--- config.mk ---
export PLATFORM = sky130hd
export DESIGN_NAME = dec_timer
export DESIGN_NICKNAME = d
export VERILOG_FILES = /design/src/rtl/dec_timer_pkg.sv /design/src/rtl/dec_timer_datapath.sv /design/src/rtl/dec_timer_ctrl.sv /design/src/rtl/dec_timer.sv
export SDC_FILE = /design/constraint.sdc
export NUM_CORES = 1
export LEC_CHECK = 0
export ABC_AREA = 1
export ABC_CLOCK_PERIOD_IN_PS = 1950
export CAP_MARGIN = 40
export CORE_AREA = 2 2 73 75
export CTS_BUF_LIST = sky130_fd_sc_hd__clkbuf_8
export DETAILED_ROUTE_END_ITERATION = 6
export DIE_AREA = 0 0 75 77
export MAX_ROUTING_LAYER = met4
export PLACE_DENSITY = 0.91
export SYNTH_ARGS = -nofsm -noshare
export SYNTH_HDL_FRONTEND = slang
export SYNTH_SLANG_ARGS = --single-unit
--- constraint.sdc ---
create_clock -name clk -period 1.95 [get_ports clk]
set_input_delay 0.585 -clock clk [delete_from_list [all_inputs] [get_ports clk]]
set_output_delay 0.585 -clock clk [all_outputs]
set_load 0.005 [all_outputs]
--- src/rtl/dec_timer_pkg.sv ---
package dec_timer_pkg;
  // Strobes from the control path to the count register
  typedef struct packed {
    logic loadEn;  // load the software value
    logic decEn;   // decrement by one
  } ctrlStrobes_t;
endpackage

--- src/rtl/dec_timer_datapath.sv ---
module dec_timer_datapath
  import dec_timer_pkg::*;
#(
  parameter int WIDTH = 32,
  parameter logic [WIDTH-1:0] RESET_VAL = '1
) (
  input  logic             clk,
  input  logic             rstN,
  input  ctrlStrobes_t     strb,
  input  logic [WIDTH-1:0] wrData,
  output logic [WIDTH-1:0] countQ,
  output logic             wrapEvt
);
  localparam int MSB = WIDTH - 1;

  logic [WIDTH-1:0] decVal;
  logic [WIDTH-1:0] countD;

  assign decVal  = countQ - WIDTH'(1);
  // Top bit rising on a decrement means the count passed through zero
  assign wrapEvt = ~countQ[MSB] & decVal[MSB];

  always_comb begin
    countD = countQ;
    if (strb.loadEn)     countD = wrData;
    else if (strb.decEn) countD = decVal;
  end

  always_ff @(posedge clk or negedge rstN) begin
    if (!rstN) countQ <= RESET_VAL;
    else       countQ <= countD;
  end


  load_value_chk: assert property (@(posedge clk) disable iff (!rstN)
    strb.loadEn |=> countQ == $past(wrData));


  dec_step_chk: assert property (@(posedge clk) disable iff (!rstN)
    (strb.decEn && !strb.loadEn) |=> countQ == $past(countQ) - WIDTH'(1));


  idle_hold_chk: assert property (@(posedge clk) disable iff (!rstN)
    (!strb.decEn && !strb.loadEn) |=> $stable(countQ));
endmodule

--- src/rtl/dec_timer_ctrl.sv ---
module dec_timer_ctrl
  import dec_timer_pkg::*;
(
  input  logic         clk,
  input  logic         rstN,
  input  logic         tickEn,
  input  logic         wrEn,
  input  logic         wrMsb,
  input  logic         intAck,
  input  logic         extEnable,
  input  logic         wrapEvt,
  output ctrlStrobes_t strb,
  output logic         excReq
);
  logic pendQ;
  logic setPend;
  logic clrPend;

  // A write outranks a tick in the same cycle
  assign strb.loadEn = wrEn;
  assign strb.decEn  = tickEn & ~wrEn;

  assign setPend = strb.decEn & wrapEvt;
  assign clrPend = intAck | (wrEn & ~wrMsb);

  always_ff @(posedge clk or negedge rstN) begin
    if (!rstN)        pendQ <= 1'b0;
    else if (setPend) pendQ <= 1'b1;
    else if (clrPend) pendQ <= 1'b0;
  end

  assign excReq = pendQ & extEnable;


  write_wins_chk: assert property (@(posedge clk) disable iff (!rstN)
    wrEn |-> !strb.decEn);


  masked_hold_chk: assert property (@(posedge clk) disable iff (!rstN)
    (pendQ && !intAck && !(wrEn && !wrMsb)) |=> pendQ);


  ack_clear_chk: assert property (@(posedge clk) disable iff (!rstN)
    (intAck && !(tickEn && !wrEn && wrapEvt)) |=> !pendQ);


  low_write_clear_chk: assert property (@(posedge clk) disable iff (!rstN)
    (wrEn && !wrMsb) |=> !pendQ);


  write_no_set_chk: assert property (@(posedge clk) disable iff (!rstN)
    (wrEn && !pendQ) |=> !pendQ);


  wrap_sets_chk: assert property (@(posedge clk) disable iff (!rstN)
    (tickEn && !wrEn && wrapEvt) |=> pendQ);
endmodule

--- src/rtl/dec_timer.sv ---
module dec_timer
  import dec_timer_pkg::*;
#(
  parameter int WIDTH = 32,
  parameter logic [WIDTH-1:0] RESET_VAL = '1
) (
  input  logic             clk,
  input  logic             rstN,
  input  logic             tickEn,
  input  logic             wrEn,
  input  logic [WIDTH-1:0] wrData,
  output logic [WIDTH-1:0] rdData,
  input  logic             extEnable,
  input  logic             intAck,
  output logic             excReq
);
  localparam int MSB = WIDTH - 1;

  ctrlStrobes_t strb;
  logic         wrapEvt;

  dec_timer_ctrl u_ctrl (
    .clk       (clk),
    .rstN      (rstN),
    .tickEn    (tickEn),
    .wrEn      (wrEn),
    .wrMsb     (wrData[MSB]),
    .intAck    (intAck),
    .extEnable (extEnable),
    .wrapEvt   (wrapEvt),
    .strb      (strb),
    .excReq    (excReq)
  );

  dec_timer_datapath #(.WIDTH(WIDTH), .RESET_VAL(RESET_VAL)) u_dp (
    .clk     (clk),
    .rstN    (rstN),
    .strb    (strb),
    .wrData  (wrData),
    .countQ  (rdData),
    .wrapEvt (wrapEvt)
  );


  req_masked_chk: assert property (@(posedge clk) disable iff (!rstN)
    excReq |-> extEnable);
endmodule

==> results of run 1 <==
report_power, final:
part / internal, uW / leakage, uW / switching [uW] / total [uW]
clock: 319 / 0.0000542 / 260 / 579
combinational: 383 / 0.00127 / 380 / 762
sequential: 812 / 0.000350 / 68.0 / 880
cell families after synthesis:
| logic type | count (synthesis) | synth area share, % |
|---|---|---|
| AO/OA/AOI/OAI | 49 | 14.2 |
| XOR/XNOR | 10 | 3.70 |
| adder cells (fa/ha/maj) | 2 | 1.06 |
| buffers and inverters | 40 | 7.04 |
| flip-flops | 33 | 36.6 |
| AND/OR/NAND/NOR | 193 | 37.4 |
worst reg2reg max path: stages, from the launching register on:
cell and delay (ns):
dfstp_2 0.53, inv_1 0.09, ha_1 0.28, nand2_1 0.12, nor2_1 0.05, nand2_1 0.26
inv_1 0.12, nand3_1 0.10, nand3_1 0.08, nand2_1 0.08
cell type report:
cell class / count / area [um^2] / share of cell area, %
Timing Repair Buffer: 106 / 973 / 27.9
Sequential cell: 33 / 866 / 24.9
Multi-Input combinational cell: 254 / 1340 / 38.4
Clock buffer: 7 / 96.3 / 2.77
Tap cell: 70 / 87.6 / 2.51
Clock inverter: 1 / 5.00 / 0.144
Inverter: 31 / 118 / 3.38
how the worst max path moves through the flow:
stage / end / cells after the start / slack [ns]
after floorplan: u_dp.countQ[31] / 7 / 0.31
after global placement: excReq / 4 / -0.24
after detailed placement: excReq / 4 / -0.24
after CTS: rdData[22] / 1 / 0.002
after global routing: rdData[28] / 1 / -0.007
final: rdData[18] / 1 / 0.03
registers in the layout, indices dropped and copies added (netlist names):
signal        count
u_dp.countQ      32
u_ctrl.pendQ      1
metal layers:
| metal | up-vias | track usage [%] | part of all wire [%] |
|---|---|---|---|
| met1 | 1222 | 35.0 | 42 |
| met2 | 105 | 44.8 | 50 |
| li1 | 1270 | - | - |
| met5 | - | - | 0 |
| met3 | 15 | 5.65 | 6.6 |
| met4 | 0 | 7.50 | 1.8 |
cells in the final DEF (no fill, tap or decap), types with 5 or more instances in the layout:
cell and instances:
buf_4 36, xor2_1 6, o21ai_1 8, inv_1 30, clkbuf_8 7, nand2_4 5, a22oi_1 25, nor2_2 5
nand2_1 96, dlymetal6s2s_1 8, nor2_4 5, o21ai_0 7, dfstp_2 32, nand3_1 17, dlygate4sd2_1 10, clkdlybuf4s50_1 51
nor2_1 52
stage by stage:
stage               hold WS [ns]  instances  setup WS (ns)  instance area (um^2)  total power, uW
floorplan                  0.289        327          0.313                  2360             1240
global placement           0.492        472         -0.242                  3210             1560
detailed placement         0.500        472         -0.239                  3210             1580
CTS                        0.515        500        0.00241                  3450             2220
global route               0.548        502       -0.00681                  3480             2360
finish                     0.509        502         0.0340                  3480             2220
what timing repair did:
action | 4_1_cts | 5_1_grt
gates resized for setup | 11 | 11
buffers inserted | 20 | 2
gates cloned | 0 | 0
pin swaps | 0 | 0
endpoints found under the setup margin | 27 | 12
==> run metrics, run 1 <==
outcome completed; crit path buf inv count 1; Routed Antenna Nets 0; Die Span Y about 77 um; TritonCTS Sinks 33; Vias per Instance 5.20; setup_tns 0 ns; slowest stage cell, crit path dfstp_2; area leader, netlist dfstp_2; LEAKAGE 0.00168 uW; dpl hpwl 5190 um; port bufs 70; Top FF cell, synth dfstp_2; remaining global-route overflow 0; Setup crit start kind flop; Worst Path Required 1.36 ns; Cell Rows 26; H-tree depth 2; GRT Total Usage 27.7%; min Tclk post-route 1.92 ns; Worst Hold Path EP u_ctrl.pendQ; WL/cell around 14 um; DRT iter0 DRCs 147; core region area 4980 um^2; critical path peak fanout 3; Hold Crit Depth 1; initial antenna violation count 0; utilization after layout between 60% and 70%; Setup Skew approximately 0.0073 ns; area delta synth->final 47.3%; pwr dens 638 nW/um^2; total of max-cap violations 0; initial core utilization 47.5%; Reg2Reg Setup Slack 0.18 ns; Setup violations, final 0; nets 471; I/O pin total 71; Filler Cell Count 409; Critical path origin u_dp.countQ[18]; die area 5780 um^2; Post-Syn Area 2360 um^2; synthesized net count 367; share of layout cells above drive strength 1 a little under a quarter; Seq/Total Area, Yosys 36.6%; DIE WIDTH 75 um; origin of the critical flop-to-flop path u_dp.countQ[0]; Worst EP arrival between 1 and 1.5 ns; largest cells by area after synthesis dfstp_2, nand2_1, nor2_1; worst vdd ir between 0.4 and 0.5 mV; register bit total from synthesis 33; Hold Path Class reg2reg; clk slew on worst S/H paths 0.07 ns; syn_area_per_cell a little over 7 um^2; cells after synthesis ~330; Root Driver clkbuf_8; TritonCTS clock tree done; post-synthesis cell type count 30; critical path class reg2out; via count 2612; Antenna diodes 0; Slew Limit Fails 0; number of hold buffers added after cts 0; Worst-Skew Late Latency 0.29 ns; Max Root-Sink Buffers 2; highest clock rate 522 MHz; top-count cell post-synth nand2_1; Worst Max-Slew Pin Slew ~0.43 ns; hold path startpoint u_ctrl.pendQ; Crit. End Element output port; Top delay family on crit path flip-flops; reg2reg path depth 9; Post-synth EDFFs 0; DRC Markers 0; DRT Pass-1 Iters 4; Ys Warns 0; first-pass GRT wire length 12300 um; GPL Wtd Cong 0.925; vias in the first global route between 2000 and 3000; Routed WL 7220 um; Critical Path Max Stage Delay 0.55 ns; R2R Path End u_dp.countQ[22]; crit share post-route 98.3%; Rel. slew slack a little under three quarters; most frequent cells after synthesis nand2_1, nor2_1, dfstp_2; async set-reset flop share out of synthesis 100%; largest net degree at the start of global routing 34; area share of the largest cell type after synthesis 35.6%; Hold Violations, Final 0; CP cell instances clkdlybuf4s50_1; Num CTS Buffers 5
No activity file was read; power rests on OpenSTA's default activity.
==> run 2: changes to the inputs <==
--- a/config.mk
+++ b/config.mk
@@ -8,12 +8,12 @@
 export ABC_AREA = 1
 export ABC_CLOCK_PERIOD_IN_PS = 1950
 export CAP_MARGIN = 40
-export CORE_AREA = 2 2 73 75
-export CTS_BUF_LIST = sky130_fd_sc_hd__clkbuf_8
+export CORE_AREA = 2 2 87 64
+export CTS_BUF_LIST = sky130_fd_sc_hd__clkbuf_16
 export DETAILED_ROUTE_END_ITERATION = 6
-export DIE_AREA = 0 0 75 77
+export DIE_AREA = 0 0 89 66
 export MAX_ROUTING_LAYER = met4
-export PLACE_DENSITY = 0.91
+export PLACE_DENSITY = 0.9
 export SYNTH_ARGS = -nofsm -noshare
 export SYNTH_HDL_FRONTEND = slang
 export SYNTH_SLANG_ARGS = --single-unit
==> run metrics, run 2 (synthesized netlist as in run 1, its figures left out) <==
Power, Total 2400 uW; clock share of power 30.9%; share of layout cells above drive strength 1 between 20% and 30%; die area ~5900 um^2; initial antenna violation count 0; DR top layer met4; Worst Max-Slew Pin Slew 0.439 ns; Num CTS Buffers 5; Combinational Power Share roughly a third; total of max-cap violations 0; nets 470; Die Span Y 66 um; Sw Pwr approximately 740 uW; critical path peak fanout 3; setup_tns 0 ns; Hold Path Class reg2reg; I/O pin total 71; Critical Path Stages 1; Worst Path Required 1.36 ns; sequential share of power a little under two fifths; Biggest register u_dp.countQ; Slew Limit Fails 0; Setup Skew 0.00361 ns; Cell Rows 22; core region area 5060 um^2; Top delay family on crit path flip-flops; min Tclk post-route approximately 1.9 ns; dpl hpwl 5120 um; slowest stage cell, crit path dfstp_2; Max Root-Sink Buffers 2; Rel. slew slack 70.7%; largest net degree at the start of global routing 34; P_int 1670 uW; TritonCTS Sinks 33; commonest non-fill, non-tap cell in the layout nand2_1; outcome completed; GRT Total Usage 26.4%; TritonCTS clock tree done; DRC Markers 0; clk slew on worst S/H paths 0.05 ns; area delta synth->final 49.1%; Worst-Skew Late Latency 0.28 ns; vias in the first global route 2499; switching part of the total 30.7%; Setup violations, final 0; Post-Layout Inst Area 3530 um^2; largest registers u_dp.countQ x32, u_ctrl.pendQ x1; LEAKAGE 0.00165 uW; DRT Pass-1 Iters 4; initial core utilization 46.7%; Area after DPL 3180 um^2; via count 2642; Worst EP arrival 1.35 ns; post-route insts no fill 502; Antenna diodes 0; WL met3 528 um; Hold Violations, Final 0; crit path buf inv count 1; GPL Wtd Cong slightly above 0.9; pwr dens between 600 and 700 nW/um^2; DIE WIDTH between 80 and 90 um; Largest register FFs 32; Routed Antenna Nets 0; utilization after layout 69.6%; Routed WL 7330 um; H-tree depth 2; crit share post-route 99.3%; met1 WL roughly 3300 um; Root Driver clkbuf_16; wire length on met2 3410 um; worst vdd ir 0.336 mV; Vias per Instance 5.26; CP cell instances clkdlybuf4s50_1; DRT iter0 DRCs 210; Critical Path Max Stage Delay 0.57 ns; Hold Crit Depth 1; Setup crit start kind flop; most frequent cells in the layout nand2_1, clkdlybuf4s50_1, nor2_1; remaining global-route overflow 0; port bufs 70; highest clock rate 516 MHz; dpl cells 470; number of hold buffers added after cts 0; WL/cell 14.6 um; first-pass GRT wire length 11700 um; critical path class reg2out; Crit. End Element output port; reg2reg path depth 8
[run 2: changes by cell type in the layout (fill, tap and decap cells not counted), sizes merged]
cell	change
clkdlybuf4s15	+1
dlygate4sd2	-8
dlymetal6s2s	-2
buf	-1
clkbuf	-3
inv	+1
clkdlybuf4s50	+10
[run 2: final cells by class]
| type | instances | area, um^2 |
|---|---|---|
| Fill cell | 422 | 1540 |
| Multi-Input combinational cell | 254 | 1340 |
| Timing Repair Buffer | 105 | 976 |
| Sequential cell | 33 | 866 |
| Clock buffer | 5 | 125 |
| Inverter | 31 | 118 |
| Tap cell | 72 | 90.1 |
| Clock inverter | 2 | 7.51 |
[run 2: what timing repair did]
action                                  in CTS  in global routing
endpoints found under the setup margin      21                 14
gates resized for setup                      3                  9
cloned                                       0                  0
buffers inserted                            19                  6
[run 2: metrics by stage]
stage / hold slack (ns) / worst slack (ns)
final: 0.521 / 0.0134
after global routing: 0.529 / -0.0316
after CTS: 0.525 / 0.00193
after detailed placement: 0.513 / -0.261
after global placement: 0.486 / -0.244
after floorplan: 0.289 / 0.313
[run 2: worst paths after layout]
kind / start / to / slack, ns
min in group asynchronous: rstN / u_ctrl.pendQ / 0.74
hold / removal: u_ctrl.pendQ / u_ctrl.pendQ / 0.52
hold reg to reg: u_ctrl.pendQ / u_ctrl.pendQ / 0.52
max in group asynchronous: rstN / u_dp.countQ[11] / 0.87
setup reg to reg: u_dp.countQ[10] / u_dp.countQ[31] / 0.13
setup / recovery: u_dp.countQ[11] / rdData[11] / 0.01
[run 2: layer usage]
layer  vias up  global-route usage, %
met5         -                      -
met3        14                   4.62
met4         0                   7.46
met2       100                   43.1
met1      1254                   33.9
li1       1274                      -
[run 2: power groups by stage]
stage | clock (uW) | sequential (uW) | combinational, uW
floorplan | 0 | 922 | 316
global route | 777 | 893 | 850
detailed placement | 0 | 941 | 628
global placement | 0 | 937 | 609
CTS | 742 | 892 | 739
finish | 742 | 886 | 775
